$ cat src/rtl/sdx_pkg.sv
package sdx_pkg;
  localparam int ADDR_W = 8;
  localparam int BYTE_W = 8;

  localparam logic [ADDR_W-1:0] A_CNT_BASE = 8'h04;
  localparam logic [ADDR_W-1:0] A_MODE     = 8'h0C;
  localparam logic [ADDR_W-1:0] A_CMD_LO   = 8'h0E;
  localparam logic [ADDR_W-1:0] A_CMD_HI   = 8'h0F;

  typedef enum logic [1:0] {
    XK_SINGLE  = 2'd0,
    XK_ENDLESS = 2'd1,
    XK_COUNTED = 2'd2,
    XK_HALT    = 2'd3
  } xfer_kind_e;

  typedef struct packed {
    logic dma_en;
    logic auto_stop;
    logic cnt_en;
    logic dir_rd;
    logic multi;
  } mode_t;

  localparam int MODE_W = $bits(mode_t);
endpackage

$ cat src/rtl/sdx_regs.sv
module sdx_regs
  import sdx_pkg::*;
#(
  parameter int CNT_W  = 16,
  parameter bit DMA_OK = 1'b1
) (
  input  logic              clk,
  input  logic              rst_n,
  input  logic              wr_en,
  input  logic [ADDR_W-1:0] wr_addr,
  input  logic [BYTE_W-1:0] wr_data,
  input  logic [ADDR_W-1:0] rd_addr,
  output logic [BYTE_W-1:0] rd_data,
  input  logic              busy,
  input  logic              dec,
  output mode_t             mode,
  output logic [CNT_W-1:0]  blk_cnt,
  output logic              start
);
  localparam int CNT_BYTES = CNT_W / BYTE_W;
  localparam int CMD_W     = 2 * BYTE_W;

  logic              wr_ok;
  logic [CNT_W-1:0]  cnt_nxt;
  logic [CMD_W-1:0]  cmd_q;

  assign wr_ok = wr_en && !busy;
  assign start = wr_ok && (wr_addr == A_CMD_HI);

  always_comb begin
    cnt_nxt = blk_cnt;
    for (int i = 0; i < CNT_BYTES; i++) begin
      if (wr_ok && (wr_addr == A_CNT_BASE + ADDR_W'(i)))
        cnt_nxt[i*BYTE_W +: BYTE_W] = wr_data;
    end
    if (dec && (blk_cnt != '0))
      cnt_nxt = blk_cnt - CNT_W'(1);
  end

  always_ff @(posedge clk) begin
    if (!rst_n) begin
      blk_cnt <= '0;
      mode    <= '0;
      cmd_q   <= '0;
    end else begin
      blk_cnt <= cnt_nxt;
      if (wr_ok && wr_addr == A_MODE) begin
        mode        <= mode_t'(wr_data[MODE_W-1:0]);
        mode.dma_en <= wr_data[MODE_W-1] & DMA_OK;
      end
      if (wr_ok && wr_addr == A_CMD_LO) cmd_q[BYTE_W-1:0]     <= wr_data;
      if (start)                        cmd_q[CMD_W-1:BYTE_W] <= wr_data;
    end
  end

  always_comb begin
    rd_data = '0;
    for (int i = 0; i < CNT_BYTES; i++) begin
      if (rd_addr == A_CNT_BASE + ADDR_W'(i))
        rd_data = blk_cnt[i*BYTE_W +: BYTE_W];
    end
    if (rd_addr == A_MODE)   rd_data = BYTE_W'(mode);
    if (rd_addr == A_CMD_LO) rd_data = cmd_q[BYTE_W-1:0];
    if (rd_addr == A_CMD_HI) rd_data = cmd_q[CMD_W-1:BYTE_W];
  end

  // settings stay frozen through a transfer
  a_r10_mode_frozen: assert property (@(posedge clk) disable iff (!rst_n)
    busy && $past(busy) |-> $stable(mode));
  // one decrement per accepted block
  a_r4_count_step: assert property (@(posedge clk) disable iff (!rst_n)
    $past(dec) && ($past(blk_cnt) != '0) |-> blk_cnt == $past(blk_cnt) - CNT_W'(1));
  // saturation at zero
  a_r4_count_floor: assert property (@(posedge clk) disable iff (!rst_n)
    $past(dec) && ($past(blk_cnt) == '0) |-> blk_cnt == '0);
  // DMA bit cannot be held without support
  a_r8_dma_bit_clear: assert property (@(posedge clk) disable iff (!rst_n)
    !DMA_OK |-> !mode.dma_en);
endmodule

$ cat src/rtl/sdx_ctrl.sv
module sdx_ctrl
  import sdx_pkg::*;
#(
  parameter int CNT_W = 16
) (
  input  logic             clk,
  input  logic             rst_n,
  input  logic             start,
  input  mode_t            mode,
  input  logic [CNT_W-1:0] blk_cnt,
  input  logic             blk_done,
  input  logic             stop_req,
  output logic             busy,
  output xfer_kind_e       kind,
  output logic             dec,
  output logic             done,
  output logic             auto_stop,
  output logic             dma_go
);
  xfer_kind_e start_kind;
  logic       stop_pend;
  logic       last_blk;

  always_comb begin
    if (!mode.multi)         start_kind = XK_SINGLE;
    else if (!mode.cnt_en)   start_kind = XK_ENDLESS;
    else if (blk_cnt != '0)  start_kind = XK_COUNTED;
    else                     start_kind = XK_HALT;
  end

  assign dec      = busy && (kind == XK_COUNTED) && blk_done;
  assign last_blk = (blk_cnt <= CNT_W'(1));

  always_ff @(posedge clk) begin
    if (!rst_n) begin
      busy      <= 1'b0;
      kind      <= XK_SINGLE;
      stop_pend <= 1'b0;
      done      <= 1'b0;
      auto_stop <= 1'b0;
      dma_go    <= 1'b0;
    end else begin
      done      <= 1'b0;
      auto_stop <= 1'b0;
      dma_go    <= 1'b0;
      if (!busy) begin
        if (start) begin
          kind <= start_kind;
          if (start_kind == XK_HALT) begin
            done <= 1'b1;
          end else begin
            busy   <= 1'b1;
            dma_go <= mode.dma_en;
          end
        end
      end else begin
        if (stop_req && kind == XK_ENDLESS) stop_pend <= 1'b1;
        if (blk_done) begin
          unique case (kind)
            XK_SINGLE: begin
              busy <= 1'b0;
              done <= 1'b1;
            end
            XK_ENDLESS: begin
              if (stop_pend || stop_req) begin
                busy      <= 1'b0;
                done      <= 1'b1;
                stop_pend <= 1'b0;
              end
            end
            XK_COUNTED: begin
              if (last_blk) begin
                busy      <= 1'b0;
                done      <= 1'b1;
                auto_stop <= mode.auto_stop;
              end
            end
            default: begin
              busy <= 1'b0;
              done <= 1'b1;
            end
          endcase
        end
      end
    end
  end

  // the stop request only rides on an end of transfer
  a_r6_stop_with_done: assert property (@(posedge clk) disable iff (!rst_n)
    auto_stop |-> done);
  // single-cycle request
  a_r6_stop_one_cycle: assert property (@(posedge clk) disable iff (!rst_n)
    auto_stop |=> !auto_stop);
  // DMA start only follows an accepted start write
  a_r7_dma_after_start: assert property (@(posedge clk) disable iff (!rst_n)
    dma_go |-> $past(start) && !$past(busy));
  // completion leaves the sequencer idle
  a_r2_done_idle: assert property (@(posedge clk) disable iff (!rst_n)
    done |-> !busy);
  // an idle block pulse without a start changes nothing
  a_r11_idle_quiet: assert property (@(posedge clk) disable iff (!rst_n)
    !busy && !start |=> !busy && !done);
endmodule

$ cat src/rtl/sd_xfer_sequencer.sv
module sd_xfer_sequencer
  import sdx_pkg::*;
#(
  parameter int CNT_W         = 16,
  parameter bit DMA_SUPPORTED = 1'b1
) (
  input  logic       clk,
  input  logic       rst_n,
  input  logic       wr_en,
  input  logic [7:0] wr_addr,
  input  logic [7:0] wr_data,
  input  logic [7:0] rd_addr,
  output logic [7:0] rd_data,
  input  logic       blk_done,
  input  logic       stop_req,
  output logic       xfer_active,
  output logic [1:0] xfer_kind,
  output logic       xfer_rd,
  output logic       xfer_done,
  output logic       auto_stop_req,
  output logic       dma_start
);
  mode_t            mode;
  logic [CNT_W-1:0] blk_cnt;
  logic             start;
  logic             dec;
  xfer_kind_e       kind;

  sdx_regs #(.CNT_W(CNT_W), .DMA_OK(DMA_SUPPORTED)) u_regs (
    .clk     (clk),
    .rst_n   (rst_n),
    .wr_en   (wr_en),
    .wr_addr (wr_addr),
    .wr_data (wr_data),
    .rd_addr (rd_addr),
    .rd_data (rd_data),
    .busy    (xfer_active),
    .dec     (dec),
    .mode    (mode),
    .blk_cnt (blk_cnt),
    .start   (start)
  );

  sdx_ctrl #(.CNT_W(CNT_W)) u_ctrl (
    .clk       (clk),
    .rst_n     (rst_n),
    .start     (start),
    .mode      (mode),
    .blk_cnt   (blk_cnt),
    .blk_done  (blk_done),
    .stop_req  (stop_req),
    .busy      (xfer_active),
    .kind      (kind),
    .dec       (dec),
    .done      (xfer_done),
    .auto_stop (auto_stop_req),
    .dma_go    (dma_start)
  );

  assign xfer_kind = kind;
  assign xfer_rd   = mode.dir_rd;

  // direction output tracks the stored mode bit
  a_r9_dir_stable: assert property (@(posedge clk) disable iff (!rst_n)
    xfer_active && $past(xfer_active) |-> $stable(xfer_rd));
  // no DMA pulse in a build without DMA
  a_r8_no_dma: assert property (@(posedge clk) disable iff (!rst_n)
    !DMA_SUPPORTED |-> !dma_start);
endmodule

$ cat config.mk
export PLATFORM = sky130hd
export DESIGN_NAME = sd_xfer_sequencer
export DESIGN_NICKNAME = d
export VERILOG_FILES = /design/src/rtl/sdx_pkg.sv /design/src/rtl/sdx_regs.sv /design/src/rtl/sdx_ctrl.sv /design/src/rtl/sd_xfer_sequencer.sv
export SDC_FILE = /design/constraint.sdc
export NUM_CORES = 1
export LEC_CHECK = 0
export BUFFER_PORTS_ARGS = -buffer_cell sky130_fd_sc_hd__buf_2
export CORE_MARGIN = 1.5
export CORE_UTILIZATION = 60
export CTS_CLUSTER_SIZE = 16
export DETAILED_ROUTE_END_ITERATION = 8
export PLACE_DENSITY = 0.83
export SLEW_MARGIN = 25
export SYNTH_ARGS = -nofsm -noshare
export SYNTH_HDL_FRONTEND = slang
export SYNTH_SLANG_ARGS = --single-unit
$ cat constraint.sdc
create_clock -name clk -period 5.6 [get_ports clk]
set_input_delay 1.12 -clock clk [delete_from_list [all_inputs] [get_ports clk]]
set_output_delay 1.12 -clock clk [all_outputs]
set_load 0.01 [all_outputs]
==> results.sh <==
export IMPL_outcome="complete, no violations"
export IMPL_fmax_mhz=274
export IMPL_rows=23
export IMPL_fin_crit_ns=3.65
export IMPL_syn_area_per_cell_sq_um=8.51
export IMPL_synth_seq_cells=44
export IMPL_fin_crit_sh=0.652
export IMPL_path_cells="buf_2, nor4_1, nand2_1, nor2_1, a221o_1, buf_2"
export IMPL_path_delay_family="simple AND/OR/NAND/NOR gates"
export IMPL_p_clk_frac=0.427
export IMPL_n_fill_cell=335
export IMPL_internal_power_uw=472
export IMPL_r2r_end="u_regs.blk_cnt[11]"
export IMPL_start_util=0.621
export IMPL_postCtsResizedCells=0
export IMPL_cts_sinks=44
export IMPL_p_leak_uw=0.00108
export IMPL_die_x_microns=67.1
export IMPL_ctsHoldBuffers=0
export IMPL_cp_num_buf_inv=2
export IMPL_r2r_start="u_regs.blk_cnt[2]"
export IMPL_cap_violations=0
export IMPL_final_util=0.709
export IMPL_regToRegSetupSlack_ns=3.24
export IMPL_area_growth_syn_to_layout_pct=14.1
export IMPL_synthCells=290
export IMPL_holdPathEnd="u_regs.cmd_q[10]"
export IMPL_clock_skew_ns=0.00609
export IMPL_cp_common_cell="buf_2"
export IMPL_layout_drive_gt1_share=0.210
export IMPL_root_buffer="clkbuf_8"
export IMPL_tightest_slew_ns=0.849
export IMPL_io_buffer_count=43
export IMPL_synth_cell_types=53
export IMPL_vdd_drop_max_mv=0.211
export IMPL_cp_max_fo=7
export IMPL_cts_max_path_buffers=2
export IMPL_slew_headroom=0.430
export IMPL_drc=0
export IMPL_via_per_inst=6.31
export IMPL_syn_area_sq_mm=0.00247
export IMPL_grt_pass1_vias=2217
export IMPL_die_y_microns=67.1
export IMPL_coreArea_sq_mm=0.00397
export IMPL_synthFlopType="dfxtp_1"
export IMPL_cts_clk_slew_worst_paths_ns=0.09
export IMPL_slowest_delay_ns=0.42
export IMPL_n_antenna_cell=0
export IMPL_switchingPower_uw=137
export IMPL_firstDrtPassIters=4
export IMPL_critPathKind="primary input to output pin"
export IMPL_rsz0062_at_grt="no"
export IMPL_postSynthNetCount=323
export IMPL_grt_usage=0.313
export IMPL_wire_per_inst_microns=17.2
export IMPL_cp_data_required_time_ns=4.48
export IMPL_finalHoldViolations=0
export IMPL_critPathArrivalTime_ns=2.53
export IMPL_rr_worst_depth=5
export IMPL_dp_hpwl_microns=4790
export IMPL_crit_slowest_cell="nor2_1"
export IMPL_fin_hold_ws_ns=0.469
export IMPL_fin_tns_setup_ns=0
export IMPL_powerDensity_mw_per_mm2=216
export IMPL_overflow=0
export IMPL_seq_area_frac_synth=0.357
export IMPL_grt_max_degree=26
export IMPL_cts_setup_buffers=0
export IMPL_vias=2386
export IMPL_drt_first_iter_violations=198
export IMPL_ant_nets=0
export IMPL_cts_made_buffers=5
export IMPL_grt_pass1_wl_microns=10500
export IMPL_gp_congestion=0.930
export IMPL_htree_levels=2
export IMPL_dieArea_sq_mm=0.00451
export IMPL_setup_viol=0
export IMPL_clock_latency_ns=0.30
export IMPL_synth_edf_count=0
export IMPL_end_kind="output pin"
export IMPL_layout_nets=360
export IMPL_worstHoldStart="u_regs.cmd_q[10]"
export IMPL_antenna_found_initial=0
export IMPL_hold_depth=2
export IMPL_start_kind="primary input"
export IMPL_p_comb_frac=0.059
export IMPL_synth_async_sr_flop_share=0
export IMPL_cts_tree="done"
export IMPL_yosysWarnings=0
export IMPL_hold_path_class="flip-flop to flip-flop"
export IMPL_io_pins=44
export IMPL_slew_viol_final=0
export IMPL_p_seq_frac=0.514
export IMPL_totalWireLength_microns=6500
export IMPL_p_sw_frac=0.225
[how the worst max path moves through the flow]
stage / cells past startpoint / from / slack (ns) / endpoint
6_report: 6 / rd_addr[5] / 1.95 / rd_data[0]
5_1_grt: 7 / rd_addr[5] / 1.78 / rd_data[4]
4_1_cts: 6 / rd_addr[5] / 1.95 / rd_data[0]
3_5_place_dp: 6 / rd_addr[5] / 1.96 / rd_data[0]
3_3_place_gp: 7 / rd_addr[5] / 2.04 / rd_data[7]
2_1_floorplan: 6 / rd_addr[0] / 2.26 / rd_data[1]
[power by group through the flow]
| stage | combinational, uW | clock, uW | sequential (uW) |
|---|---|---|---|
| 2_1_floorplan | 15.7 | 0 | 321 |
| 3_3_place_gp | 34.5 | 0 | 321 |
| 3_5_place_dp | 35.3 | 0 | 321 |
| 4_1_cts | 35.4 | 262 | 313 |
| 5_1_grt | 38.6 | 278 | 313 |
| 6_report | 35.8 | 260 | 313 |
[synthesized netlist by cell type (2+ instances only)]
master	number	area, sq um
nor3_1	7	35.0
o211ai_1	5	37.5
a21oi_1	22	110
inv_1	12	45.0
nand3_1	12	60.1
mux2i_1	29	290
clkbuf_1	10	37.5
o221ai_1	2	17.5
a31oi_1	8	50.1
nand4_1	4	25.0
and3_1	2	12.5
or4_1	6	45.0
nand2_1	23	86.3
o21ai_0	7	35.0
buf_1	2	7.51
a2bb2oi_1	2	17.5
nor2b_1	2	12.5
o2bb2a_1	2	20.0
nor4_1	2	12.5
a22oi_1	5	37.5
o311ai_1	2	17.5
or2_2	6	37.5
and2_1	3	18.8
or3_1	6	37.5
a221o_1	2	20.0
ha_1	4	50.1
dfxtp_1	44	881
o311ai_0	3	26.3
nor2_1	32	120
[per-layer routing]
layer | wire length [microns] | track usage
met2 | 3070 | 0.489
met5 | 0 | 0
met4 | 148 | 0.151
met3 | 498 | 0.0743
met1 | 2790 | 0.403
[registers in the layout, indices dropped and copies added, names as in the netlist]
signal / cells
u_ctrl.kind: 2
u_ctrl.busy: 1
u_ctrl.stop_pend: 1
u_regs.mode: 5
u_ctrl.done: 1
u_regs.cmd_q: 16
u_ctrl.dma_go: 1
u_ctrl.auto_stop: 1
u_regs.blk_cnt: 16
[cells by family (layout without fill, tap and decap cells)]
kind of cell               Yosys count  in the layout  share of synthesized area
and+or+nand+nor                    116            116                      0.255
AOI/OAI and AO/OA                   70             70                      0.204
DFF                                 44             44                      0.357
muxes                               29             29                      0.118
buffers and inverters               26             64                     0.0431
adders and majority gates            4              4                     0.0203
xor gates and xnor gates             1              1                    0.00355
[stage by stage]
| step | area, sq um | setup slack [ns] | total power (uW) | instances |
|---|---|---|---|---|
| 2_1_floorplan | 2470 | 2.26 | 336 | 290 |
| 3_3_place_gp | 2690 | 2.04 | 355 | 370 |
| 3_5_place_dp | 2690 | 1.96 | 356 | 370 |
| 4_1_cts | 2810 | 1.95 | 611 | 378 |
| 5_1_grt | 2820 | 1.78 | 630 | 378 |
| 6_report | 2820 | 1.95 | 609 | 378 |
[placed cells by master, fill, tap and decap left out, types with 2 or more instances in the layout]
master | netlist | layout
nor2_1 | 32 | 32
dfxtp_1 | 44 | 44
and2_1 | 3 | 3
a22oi_1 | 5 | 5
or3_1 | 6 | 6
nand4_1 | 4 | 4
o2bb2a_1 | 2 | 2
mux2i_1 | 29 | 29
buf_2 | 1 | 43
and3_1 | 2 | 2
nand2_1 | 23 | 23
a31oi_1 | 8 | 8
nor4_1 | 2 | 2
o221ai_1 | 2 | 2
o311ai_1 | 2 | 2
nor3_1 | 7 | 7
clkbuf_8 | 0 | 6
a21oi_1 | 22 | 22
a221o_1 | 2 | 2
o211ai_1 | 5 | 5
inv_1 | 12 | 12
or2_2 | 6 | 6
nand3_1 | 12 | 12
ha_1 | 4 | 4
o311ai_0 | 3 | 3
o21ai_0 | 7 | 7
or4_1 | 6 | 6
a2bb2oi_1 | 2 | 2
[worst reg2reg max path: stages, from the launching register on]
cell,delay [ns]
dfxtp_1,0.39
or4_4,0.61
or4b_4,0.64
o2111ai_4,0.33
o2bb2a_1,0.18
a21oi_1,0.06
[final cells by class]
cell class | instances | area (sq um) | share of cell area
clock buffers | 6 | 82.6 | 0.0293
clock inverters | 2 | 38.8 | 0.0138
inverters | 12 | 45.0 | 0.0160
multi-input cells | 220 | 1480 | 0.527
flip-flops and latches | 44 | 881 | 0.313
well taps | 50 | 62.6 | 0.0222
repair buffers | 44 | 223 | 0.0791
(Power assumes the default switching activity.)
